[config.mk]
export PLATFORM = sky130hd
export DESIGN_NAME = spi_master_regs
export DESIGN_NICKNAME = d
export VERILOG_FILES = /design/src/rtl/spi_ctl_pkg.sv /design/src/rtl/spi_fifo.sv /design/src/rtl/spi_baud.sv /design/src/rtl/spi_shifter.sv /design/src/rtl/spi_master_regs.sv
export SDC_FILE = /design/constraint.sdc
export NUM_CORES = 1
export LEC_CHECK = 0
export BUFFER_PORTS_ARGS = -buffer_cell sky130_fd_sc_hd__buf_2
export CAP_MARGIN = 20
export CORE_UTILIZATION = 32
export CTS_BUF_LIST = sky130_fd_sc_hd__clkbuf_2
export CTS_CLUSTER_DIAMETER = 120
export CTS_CLUSTER_SIZE = 12
export DETAILED_ROUTE_END_ITERATION = 6
export GPL_TIMING_DRIVEN = 0
export REMOVE_ABC_BUFFERS = 1
export SYNTH_ARGS = -nofsm -noshare
export SYNTH_HDL_FRONTEND = slang
export SYNTH_SLANG_ARGS = --single-unit
[constraint.sdc]
create_clock -name clk -period 10 [get_ports clk]
set_clock_uncertainty 0.2 [all_clocks]
set_input_delay 1 -clock clk [delete_from_list [all_inputs] [get_ports clk]]
set_output_delay 1 -clock clk [all_outputs]
set_load 0.005 [all_outputs]
[src/rtl/spi_ctl_pkg.sv]
package spi_ctl_pkg;

   localparam logic [7:0] OFS_CTRL  = 8'h00;
   localparam logic [7:0] OFS_EN    = 8'h08;
   localparam logic [7:0] OFS_SEL   = 8'h10;
   localparam logic [7:0] OFS_DIV   = 8'h14;
   localparam logic [7:0] OFS_THR   = 8'h18;
   localparam logic [7:0] OFS_TXLVL = 8'h20;
   localparam logic [7:0] OFS_RXLVL = 8'h24;
   localparam logic [7:0] OFS_STAT  = 8'h28;
   localparam logic [7:0] OFS_DATA  = 8'h60;

   typedef enum logic [1:0] {
      XM_DUPLEX = 2'd0,
      XM_SEND   = 2'd1,
      XM_RECV   = 2'd2,
      XM_ROMRD  = 2'd3
   } xfer_mode_e;

   // control word, bit 9 down to bit 0
   typedef struct packed {
      xfer_mode_e  mode;
      logic        cpol;
      logic        cpha;
      logic [1:0]  fmt;
      logic [3:0]  fsz;
   } ctrl_t;

endpackage

[src/rtl/spi_fifo.sv]
module spi_fifo #(
   parameter int DEPTH = 8,
   parameter int WIDTH = 16
) (
   input  logic                       clk,
   input  logic                       rst_n,
   input  logic                       flush,
   input  logic                       push,
   input  logic [WIDTH-1:0]           wdata,
   input  logic                       pop,
   output logic [WIDTH-1:0]           rdata,
   output logic [$clog2(DEPTH+1)-1:0] level,
   output logic                       full,
   output logic                       empty
);
   localparam int AW   = (DEPTH > 1) ? $clog2(DEPTH) : 1;
   localparam int LW   = $clog2(DEPTH+1);
   localparam bit POW2 = (DEPTH == (1 << AW));

   if (DEPTH < 2 || DEPTH > 256) begin : g_bad_depth
      $error("spi_fifo: DEPTH must lie in 2..256");
   end
   if (WIDTH < 1) begin : g_bad_width
      $error("spi_fifo: WIDTH must be positive");
   end

   logic [WIDTH-1:0] mem [DEPTH];
   logic [AW-1:0]    wptr, rptr, wptr_nx, rptr_nx;
   logic [LW-1:0]    cnt;
   logic             do_push, do_pop;

   assign full    = (cnt == LW'(DEPTH));
   assign empty   = (cnt == '0);
   assign do_push = push && !full;
   assign do_pop  = pop && !empty;
   assign level   = cnt;
   assign rdata   = mem[rptr];

   if (POW2) begin : g_wrap_free
      always_comb begin
         wptr_nx = wptr + AW'(1);
         rptr_nx = rptr + AW'(1);
      end
   end else begin : g_wrap_cmp
      always_comb begin
         wptr_nx = (wptr == AW'(DEPTH-1)) ? '0 : wptr + AW'(1);
         rptr_nx = (rptr == AW'(DEPTH-1)) ? '0 : rptr + AW'(1);
      end
   end

   always_ff @(posedge clk) begin
      if (do_push) mem[wptr] <= wdata;
   end

   always_ff @(posedge clk or negedge rst_n) begin
      if (!rst_n) begin
         wptr <= '0;
         rptr <= '0;
         cnt  <= '0;
      end else if (flush) begin
         wptr <= '0;
         rptr <= '0;
         cnt  <= '0;
      end else begin
         if (do_push) wptr <= wptr_nx;
         if (do_pop)  rptr <= rptr_nx;
         case ({do_push, do_pop})
            2'b10:   cnt <= cnt + LW'(1);
            2'b01:   cnt <= cnt - LW'(1);
            default: cnt <= cnt;
         endcase
      end
   end


   push_full_hold_chk: assert property (@(posedge clk) disable iff (!rst_n)
      (push && full && !pop && !flush) |=> $stable(level));

   flush_clear_chk: assert property (@(posedge clk) disable iff (!rst_n)
      flush |=> (level == '0));

endmodule

[src/rtl/spi_baud.sv]
module spi_baud #(
   parameter int HW = 15
) (
   input  logic          clk,
   input  logic          rst_n,
   input  logic          run,
   input  logic [HW-1:0] half,
   output logic          tick
);
   logic [HW-1:0] cnt;

   assign tick = run && (half != '0) && (cnt == half - HW'(1));

   always_ff @(posedge clk or negedge rst_n) begin
      if (!rst_n)            cnt <= '0;
      else if (!run || tick) cnt <= '0;
      else                   cnt <= cnt + HW'(1);
   end


   tick_spacing_chk: assert property (@(posedge clk) disable iff (!rst_n)
      (tick && half > HW'(1)) |=> !tick);

endmodule

[src/rtl/spi_shifter.sv]
module spi_shifter
   import spi_ctl_pkg::*;
#(
   parameter int FW = 16
) (
   input  logic          clk,
   input  logic          rst_n,
   input  logic          enable,
   input  xfer_mode_e    mode,
   input  logic          cpha,
   input  logic [3:0]    fsz,
   input  logic          half_zero,
   input  logic          tick,
   input  logic          tx_empty,
   input  logic [FW-1:0] tx_head,
   output logic          tx_pop,
   output logic          rx_push,
   output logic [FW-1:0] rx_word,
   input  logic          miso,
   output logic          sclk_i,
   output logic          mosi,
   output logic          busy
);
   localparam int CW = $clog2(FW+1);
   localparam int EW = CW + 1;

   if (FW < 4 || FW > 16) begin : g_bad_fw
      $error("spi_shifter: FW must lie in 4..16");
   end

   typedef enum logic {SH_IDLE, SH_XFER} sh_state_e;
   sh_state_e state;

   logic [CW-1:0] nbits;
   logic [EW-1:0] ecnt, last_idx;
   logic [FW-1:0] txsh, rxsh, rx_next, align;
   logic [FW:0]   mask;
   logic          last_edge, sample_edge, drive_edge;
   logic          frame_done, start, load;

   always_comb begin
      nbits       = (fsz < 4'd3) ? CW'(4) : CW'(fsz) + CW'(1);
      last_idx    = {nbits, 1'b0} - EW'(1);
      last_edge   = (ecnt == last_idx);
      sample_edge = tick && (ecnt[0] == cpha);
      drive_edge  = tick && (ecnt[0] != cpha) && !last_edge;
      rx_next     = sample_edge ? {rxsh[FW-2:0], miso} : rxsh;
      mask        = ({{FW{1'b0}}, 1'b1} << nbits) - {{FW{1'b0}}, 1'b1};
      align       = tx_head << (CW'(FW) - nbits);
      frame_done  = (state == SH_XFER) && tick && last_edge;
      start       = (state == SH_IDLE) && enable && !tx_empty && !half_zero;
      load        = start || (frame_done && enable && !tx_empty);
   end

   assign tx_pop  = load;
   assign rx_push = frame_done && (mode != XM_SEND);
   assign rx_word = rx_next & mask[FW-1:0];
   assign busy    = (state == SH_XFER);

   always_ff @(posedge clk or negedge rst_n) begin
      if (!rst_n) begin
         state  <= SH_IDLE;
         ecnt   <= '0;
         sclk_i <= 1'b0;
         txsh   <= '0;
         rxsh   <= '0;
         mosi   <= 1'b0;
      end else if (!enable) begin
         state  <= SH_IDLE;
         ecnt   <= '0;
         sclk_i <= 1'b0;
      end else if (load) begin
         state  <= SH_XFER;
         ecnt   <= '0;
         sclk_i <= 1'b0;
         rxsh   <= '0;
         if (!cpha) begin
            mosi <= align[FW-1];
            txsh <= align << 1;
         end else begin
            txsh <= align;
         end
      end else if (frame_done) begin
         state  <= SH_IDLE;
         ecnt   <= '0;
         sclk_i <= 1'b0;
      end else if (state == SH_XFER && tick) begin
         ecnt   <= ecnt + EW'(1);
         sclk_i <= ~sclk_i;
         rxsh   <= rx_next;
         if (drive_edge) begin
            mosi <= txsh[FW-1];
            txsh <= txsh << 1;
         end
      end
   end


   idle_level_chk: assert property (@(posedge clk) disable iff (!rst_n)
      (state == SH_IDLE) |-> (sclk_i == 1'b0));

   stall_chk: assert property (@(posedge clk) disable iff (!rst_n)
      (state == SH_IDLE && half_zero) |=> (state == SH_IDLE));

   busy_hold_chk: assert property (@(posedge clk) disable iff (!rst_n)
      (busy && enable && !tick) |=> busy);

endmodule

[src/rtl/spi_master_regs.sv]
module spi_master_regs
   import spi_ctl_pkg::*;
#(
   parameter int FIFO_DEPTH = 8,
   parameter int DIV_W      = 16,
   parameter int NUM_SS     = 4
) (
   input  logic              clk,
   input  logic              rst_n,
   input  logic [7:0]        bus_addr,
   input  logic              bus_wr,
   input  logic              bus_rd,
   input  logic [31:0]       bus_wdata,
   output logic [31:0]       bus_rdata,
   output logic              sclk,
   output logic              mosi,
   input  logic              miso,
   output logic [NUM_SS-1:0] ss_n
);
   localparam int FW  = 16;
   localparam int HW  = DIV_W - 1;
   localparam int LW  = $clog2(FIFO_DEPTH+1);
   localparam int THW = $clog2(FIFO_DEPTH);

   if (DIV_W < 2 || DIV_W > 16) begin : g_bad_div
      $error("spi_master_regs: DIV_W must lie in 2..16");
   end
   if (NUM_SS < 1 || NUM_SS > 16) begin : g_bad_ss
      $error("spi_master_regs: NUM_SS must lie in 1..16");
   end

   logic              en_q;
   ctrl_t             ctrl_q;
   logic [DIV_W-1:0]  div_q;
   logic [NUM_SS-1:0] sel_q;
   logic [THW-1:0]    thr_q;

   logic          tx_push, rx_pop, tx_pop, rx_push;
   logic [FW-1:0] tx_head, rx_head, rx_word;
   logic [LW-1:0] tx_lvl, rx_lvl;
   logic          tx_full, tx_empty, rx_full, rx_empty;
   logic          busy, tick, sclk_i;
   logic [HW-1:0] half;

   assign tx_push = bus_wr && (bus_addr == OFS_DATA) && en_q;
   assign rx_pop  = bus_rd && (bus_addr == OFS_DATA);
   assign half    = div_q[DIV_W-1:1];

   always_ff @(posedge clk or negedge rst_n) begin
      if (!rst_n) begin
         en_q   <= 1'b0;
         ctrl_q <= '0;
         div_q  <= '0;
         sel_q  <= '0;
         thr_q  <= '0;
      end else if (bus_wr) begin
         case (bus_addr)
            OFS_EN:  en_q  <= bus_wdata[0];
            OFS_SEL: sel_q <= bus_wdata[NUM_SS-1:0];
            OFS_THR: thr_q <= (bus_wdata >= 32'(FIFO_DEPTH)) ?
                              THW'(FIFO_DEPTH-1) : bus_wdata[THW-1:0];
            OFS_CTRL: if (!en_q) ctrl_q <= ctrl_t'(bus_wdata[9:0]);
            OFS_DIV:  if (!en_q) div_q  <= {bus_wdata[DIV_W-1:1], 1'b0};
            default: ;
         endcase
      end
   end

   always_comb begin
      bus_rdata = '0;
      case (bus_addr)
         OFS_CTRL:  bus_rdata = 32'(ctrl_q);
         OFS_EN:    bus_rdata = 32'(en_q);
         OFS_SEL:   bus_rdata = 32'(sel_q);
         OFS_DIV:   bus_rdata = 32'(div_q);
         OFS_THR:   bus_rdata = 32'(thr_q);
         OFS_TXLVL: bus_rdata = 32'(tx_lvl);
         OFS_RXLVL: bus_rdata = 32'(rx_lvl);
         OFS_STAT:  bus_rdata = {25'd0, 2'b00, rx_full, !rx_empty,
                                 tx_empty, !tx_full, busy};
         OFS_DATA:  bus_rdata = rx_empty ? 32'd0 : 32'(rx_head);
         default:   bus_rdata = '0;
      endcase
   end

   spi_fifo #(.DEPTH(FIFO_DEPTH), .WIDTH(FW)) u_txq (
      .clk(clk), .rst_n(rst_n), .flush(!en_q),
      .push(tx_push), .wdata(bus_wdata[FW-1:0]),
      .pop(tx_pop), .rdata(tx_head),
      .level(tx_lvl), .full(tx_full), .empty(tx_empty));

   spi_fifo #(.DEPTH(FIFO_DEPTH), .WIDTH(FW)) u_rxq (
      .clk(clk), .rst_n(rst_n), .flush(!en_q),
      .push(rx_push), .wdata(rx_word),
      .pop(rx_pop), .rdata(rx_head),
      .level(rx_lvl), .full(rx_full), .empty(rx_empty));

   spi_baud #(.HW(HW)) u_baud (
      .clk(clk), .rst_n(rst_n), .run(busy), .half(half), .tick(tick));

   spi_shifter #(.FW(FW)) u_shift (
      .clk(clk), .rst_n(rst_n), .enable(en_q),
      .mode(ctrl_q.mode), .cpha(ctrl_q.cpha), .fsz(ctrl_q.fsz),
      .half_zero(half == '0), .tick(tick),
      .tx_empty(tx_empty), .tx_head(tx_head), .tx_pop(tx_pop),
      .rx_push(rx_push), .rx_word(rx_word),
      .miso(miso), .sclk_i(sclk_i), .mosi(mosi), .busy(busy));

   assign sclk = ctrl_q.cpol ^ sclk_i;
   assign ss_n = ~(sel_q & {NUM_SS{busy}});


   flush_empty_chk: assert property (@(posedge clk) disable iff (!rst_n)
      !en_q |=> (tx_lvl == '0 && rx_lvl == '0));

   send_only_rx_chk: assert property (@(posedge clk) disable iff (!rst_n)
      (ctrl_q.mode == XM_SEND && !rx_pop) |=> (rx_lvl <= $past(rx_lvl)));

   ss_idle_chk: assert property (@(posedge clk) disable iff (!rst_n)
      (tx_empty && !busy) |-> (&ss_n));

   ctrl_hold_chk: assert property (@(posedge clk) disable iff (!rst_n)
      $past(en_q) |-> ($stable(ctrl_q) && $stable(div_q)));

endmodule

After elaboration in Yosys (flattened, before gate mapping)
Memories as Yosys holds them, arrays and structs flattened.
Cells that the tools add are included.
{"block": "totals", "ff_bits": 109, "ramBits": 256, "word_cells": 169, "out_inout_bits": 38, "mem_count": 2, "in_bits": 45}
{"name": "u_rxq.mem", "words": 8, "width": 16, "read_ports": 1, "rd_ports_with_merged_regs": 0, "write_ports": 1, "line": "spi_fifo.sv:27", "rtl": "logic [WIDTH-1:0] mem [DEPTH];"}
{"name": "u_txq.mem", "words": 8, "width": 16, "read_ports": 1, "rd_ports_with_merged_regs": 0, "write_ports": 1, "line": "spi_fifo.sv:27"}
{"block": "classes", "order_cmp": 2, "mux": 46, "add_sub_neg": 15, "n_shift": 2, "n_reduce_logical": 44, "bitwise_logic": 7, "n_eq_ne": 29}
{"op": "$mux 16", "count": 10}
{"op": "$pmux 16 s9", "count": 1}
{"op": "$ge 32x4->1 const B", "count": 1}
{"op": "$mux 3", "count": 9}
{"op": "$eq 8x5->1 const B", "count": 3}
{"op": "$eq 8x6->1 const B", "count": 3}
{"op": "$mux 6", "count": 4}
{"op": "$logic_and 1x1->1", "count": 20}
{"op": "$and 16x16->16", "count": 1}
{"op": "$mux 1", "count": 16}
{"op": "$pmux 4 s2", "count": 2}
{"op": "$shl 1x5->16 const A", "count": 1}
{"op": "$shl 16x5->16", "count": 1}
{"op": "$sub 16x1->16 const B", "count": 1}
{"op": "$add 15x1->15 const B", "count": 1}
{"op": "$eq 15x15->1", "count": 1}
{"op": "$logic_not 15->1", "count": 1}
{"op": "$mux 15", "count": 1}
{"op": "$reduce_bool 15->1", "count": 1}
{"op": "$sub 15x1->15 const B", "count": 1}
{"op": "$add 3x1->3 const B", "count": 4}
{"op": "$ne 2x1->1 const B", "count": 5}
{"op": "$ne 3x1->1 const B", "count": 3}
{"op": "$reduce_and 3->1", "count": 3}
{"op": "31 further kinds", "count": 51}

Logic depth before layout (Yosys ltp)
{"block": "logic_depth", "ltp_word": 12, "mapped_depth": 21, "ltp_nobuf": 18}

By module
A second synthesis with hierarchy kept.
{"block": "unflattened", "cells_unflattened": 1394, "area_unflattened_um2": 18841.8}
{"mod": "spi_fifo at u_txq", "cells_each": 269, "seq_area_each_um2": 4093.9, "area_each_um2": 5565.3, "instances": 1}
{"mod": "spi_fifo at u_rxq", "cells_each": 265, "seq_area_each_um2": 4093.9, "area_each_um2": 5530.3, "instances": 1}
{"mod": "spi_shifter", "cells_each": 502, "seq_area_each_um2": 1026.0, "area_each_um2": 4251.6, "instances": 1}
{"mod": "spi_master_regs", "cells_each": 201, "seq_area_each_um2": 825.8, "area_each_um2": 2197.1, "instances": 1}
{"mod": "spi_baud", "cells_each": 157, "seq_area_each_um2": 375.4, "area_each_um2": 1297.5, "instances": 1}

Worst setup path before layout
No wires, ideal clock.
{"block": "synth_path", "path_kind": "register to register", "from": "reg ctrl_q[0] (netlist bit)", "to": "mem u_rxq.mem[2][0], enable pin", "t_arrival_ps": 4941, "slack_ps": 4446, "setup_time_ps": 413, "path_stages_with_launch": 16, "required_ps": 9387, "path_buffers": 3, "synth_period_minus_slack_ps": 5554, "cell_sequence": "dfrtp_1 > ha_1 > buf_4 > nor3_1 > nor2_1 > clkbuf_1 > ha_1 > xnor2_1 > nand2_1 > a221o_1 > or4_4 > or2_0 > clkbuf_1 > nor4_1 > nand2b_1 > nor3b_1"}
{"block": "synth_between", "elab_chain_len": 9, "elab_cells_between_ends": 10, "classes_between": "add/sub (2); order compare (1); eq/ne (1); mux (3); reduce/logical (3)"}
{"item": "start: declaration", "line": "spi_master_regs.sv:33", "rtl": "ctrl_t ctrl_q;"}
{"item": "start signal: assignment", "line": "spi_master_regs.sv:62", "rtl": "OFS_CTRL: if (!en_q) ctrl_q <= ctrl_t'(bus_wdata[9:0]);"}
{"item": "$add 4x1->5 or $lt 4x2->1 (tied branches)", "line": "spi_shifter.sv:42", "rtl": "nbits = (fsz < 4'd3) ? CW'(4) : CW'(fsz) + CW'(1);"}
{"item": "$mux 5 (*)", "line": "spi_shifter.sv:42"}
{"item": "$sub 6x1->6 (*)", "line": "spi_shifter.sv:43", "rtl": "last_idx = {nbits, 1'b0} - EW'(1);"}
{"item": "$eq 6x6->1 (*)", "line": "spi_shifter.sv:44", "rtl": "last_edge = (ecnt == last_idx);"}
{"item": "$logic_and 1x1->1 (*)", "line": "spi_shifter.sv:50", "rtl": "frame_done = (state == SH_XFER) && tick && last_edge;"}
{"item": "$logic_and 1x1->1 (*)", "line": "spi_shifter.sv:56", "rtl": "assign rx_push = frame_done && (mode != XM_SEND);"}
{"item": "$logic_and 1x1->1 (*)", "line": "spi_fifo.sv:34", "rtl": "assign do_push = push && !full;"}
{"item": "$mux 1 (*)", "line": "spi_fifo.sv:52", "rtl": "if (do_push) mem[wptr] <= wdata;"}
{"item": "$mux 1 (implied by the code) (*)", "line": "spi_fifo.sv:52"}
{"item": "end: declaration", "line": "spi_fifo.sv:27"}
Every way passes the cells marked *; elsewhere a longest branch is shown, timed or not.

Worst setup path in the final report
{"block": "layout_path", "from": "reg ctrl_q[0] (netlist bit)", "to": "mem u_rxq.mem[3][10], enable pin"}
Same word-level chain as after synthesis.

==> run summary <==
status - finished, final reports clean
Clock Pin Slew Worst Setup and Hold Paths - 0.24 ns
FMAX - 158 MHz
mapped cell area - 17,800 um^2
num ports - 83
CP Cell Sequence - ha_1, nor3_1, nor2_2, ha_1, xnor2_1, nand2_1, a221o_1, or4_4, or2_0, nor4_1, nand2_1, nor3b_2, buf_6
Warnings, synthesis - 0
Synth Register Bits - 365
CP max FO - 23
Clock Path Buffers - 3
final slew viol count - 0
largest net degree at the start of global routing - 61
I/O Buffers - 66
layout cell share with drive strength beyond 1 - 22.3%
CTS Root Cell - clkbuf_2
slowest cell delay on critical path - 0.85 ns
Initial Util - 32.4%
crit path buf inv count - 1
Primary FF master, synth - edfxtp_1
CP startpoint kind - register
final hold violation count - 0
chip width - 238 um
critical path's slowest cell - ha_1
Cells after Synth - 1,301
Max-slew headroom - 25.8%
antenna violations before repair - 2
Worst EP arrival - 6.69 ns
Die Span Y - 238 um
# rows - 86
post-synth top area share - 43.1%
top cells by area, synth - edfxtp_1 43%, dfrtp_1 15%, mux4_2 9.1%
die area - 56,700 um^2
setup violators final - 0
Max Cap Viol - 0
total number of vias - 11,200
Tmin final - 6.35 ns
first-pass GRT wire length - 67.3 mm
total track usage - 15.5%
clock sinks - 365
Antenna Nets Post-Route - 0
fraction of registers with async set or reset after synthesis - 29.9%
Syn-to-layout area delta - 9.61%
sequential-to-total area share from yosys stat - 58.4%
Slew @ Worst Pin - 1.10 ns
Leak - 6.58 nW
DRT Pass-1 Iters - 6
period utilization - 63.5%
wire per inst - 20.4 um
Hold Path Class - in2reg
biggest area consumer among synthesized cells - edfxtp_1
post-synthesis cell type count - 86
power per cell area - 126 nW/um^2
most common cell after layout, fill and taps aside - edfxtp_1
Crit. End Element - register
Iter 0 DRT Violations - 799
CTS buffer count - 36
number of flops mapped to enable cells by yosys - 256
gpl congestion - 0.858
Final nets - 1,430
DRC viols - 0
detailed placement HPWL - 31.0 mm
Tot Pwr - 0.00247 W
Total Neg Setup Slack - 0 ns
most frequent cells in the layout - 256 x edfxtp_1, 105 x dfrtp_1, 83 x nand2_1
peak supply drop - 0.0000671 V
CTS tree - built
H-tree depth - 2
post-CTS sizing - 0
Critical Path RT - 10.35 ns
cell family with most CP delay - simple AND/OR/NAND/NOR gates
post-CTS setup buffers - 0
post-synthesis average cell area - 13.7 um^2
WS Path Type - reg2reg
RSZ-0062 raised after global routing - no
grt ovf - 0
core box area - 55,100 um^2
final wirelength - 43.7 mm
DR vias/cell - 5.25
vias in the first global route - 11,100
Clock Latency Late Sink - 0.91 ns
CTS Hold Bufs - 1
==> registers in the layout, summed over array words and instances, names as in the netlist <==
signal,cells
u_rxq.mem,128
u_txq.mem,128
u_shift.rxsh,16
u_shift.txsh,16
div_q,15
u_baud.cnt,15
ctrl_q,10
u_shift.ecnt,6
sel_q,4
u_rxq.level,4
u_txq.level,4
thr_q,3
u_rxq.rptr,3
u_rxq.wptr,3
u_txq.rptr,3
u_txq.wptr,3
en_q,1
u_shift.busy,1
u_shift.mosi,1
u_shift.sclk_i,1
==> layer usage <==
metal / track usage, % / vias to the layer above / wire (um)
met2: 25.4 / 292 / 20900
li1: - / 5150 / -
met4: 5.15 / 2 / 1360
met5: 0 / - / 9
met1: 21.2 / 5715 / 19200
met3: 2.19 / 67 / 2270
==> final cells by class <==
cell class,instances,area (um^2)
Fill cell,5405,35500
Sequential cell,365,10400
Multi-Input combinational cell,845,7050
Tap cell,748,936
Timing Repair Buffer,93,748
Clock buffer,61,305
Inverter,22,82.6
Clock inverter,3,16.3
Antenna cell,1,2.50
==> through the flow <==
step	instances	utilization (%)	setup WS, ns	instance area [um^2]	hold slack (ns)
4_1_cts	2135	35.4	3.68	19500	0.0959
5_1_grt	2138	35.5	3.16	19600	0.113
3_3_place_gp	2046	34.0	1.14	18800	0.289
6_report	2138	35.5	3.65	19600	0.181
3_5_place_dp	2070	34.8	3.82	19200	0.299
2_1_floorplan	1232	-	3.66	17500	0.265
==> cell usage after synthesis (6+ instances only) <==
library cell / instances
a211oi_1: 6
a21o_1: 13
a21oi_1: 31
a22o_1: 20
a22oi_1: 10
a31oi_1: 6
and3_1: 9
buf_1: 10
buf_2: 9
buf_4: 20
clkbuf_1: 43
dfrtp_1: 109
edfxtp_1: 256
ha_1: 21
inv_1: 21
mux2_2: 37
mux2i_1: 73
mux4_2: 72
nand2_1: 83
nand2b_1: 21
nand3_1: 23
nand4_1: 8
nor2_1: 86
nor2b_1: 11
nor3_1: 29
nor3b_1: 6
nor4_1: 22
o211ai_1: 15
o21ai_0: 43
o22ai_1: 7
or2_2: 6
or3_1: 10
or4_1: 6
xnor2_1: 31
xor2_1: 25
==> cells by family after synthesis <==
group | synth area share [%]
muxes | 15.5
other | 0.0210
adders and majority gates | 1.58
and+or+nand+nor | 10.1
buffers and inverters | 2.80
xor gates and xnor gates | 2.75
DFF | 58.4
AOI/OAI and AO/OA | 8.88
==> report_power, final <==
| part | leakage (nW) | internal [W] | switching (W) |
|---|---|---|---|
| clock network | 0.266 | 0.000157 | 0.000484 |
| registers | 3.62 | 0.00162 | 0.0000160 |
| logic | 2.70 | 0.0000712 | 0.000123 |
| total | 6.58 | 0.00185 | 0.000623 |
==> final timing paths <==
kind | end | slack, ns | depth (start not counted) | startpoint
worst max register to register | u_rxq.mem[3][10]$_DFFE_PP_ | 3.65 | 13 | ctrl_q[0]$_DFFE_PN0P_
max in group asynchronous | u_baud.cnt[8]$_DFF_PN0_ | 8.38 | 3 | rst_n
worst max-delay path | u_rxq.mem[3][10]$_DFFE_PP_ | 3.65 | 13 | ctrl_q[0]$_DFFE_PN0P_
worst min-delay path | u_shift.rxsh[0]$_DFFE_PN0P_ | 0.18 | 2 | miso
worst min register to register | u_shift.sclk_i$_DFFE_PN0P_ | 0.32 | 1 | u_shift.sclk_i$_DFFE_PN0P_
min in group asynchronous | u_shift.rxsh[7]$_DFFE_PN0P_ | 0.44 | 2 | rst_n
Note: power is estimated with default switching activity, not from simulation.
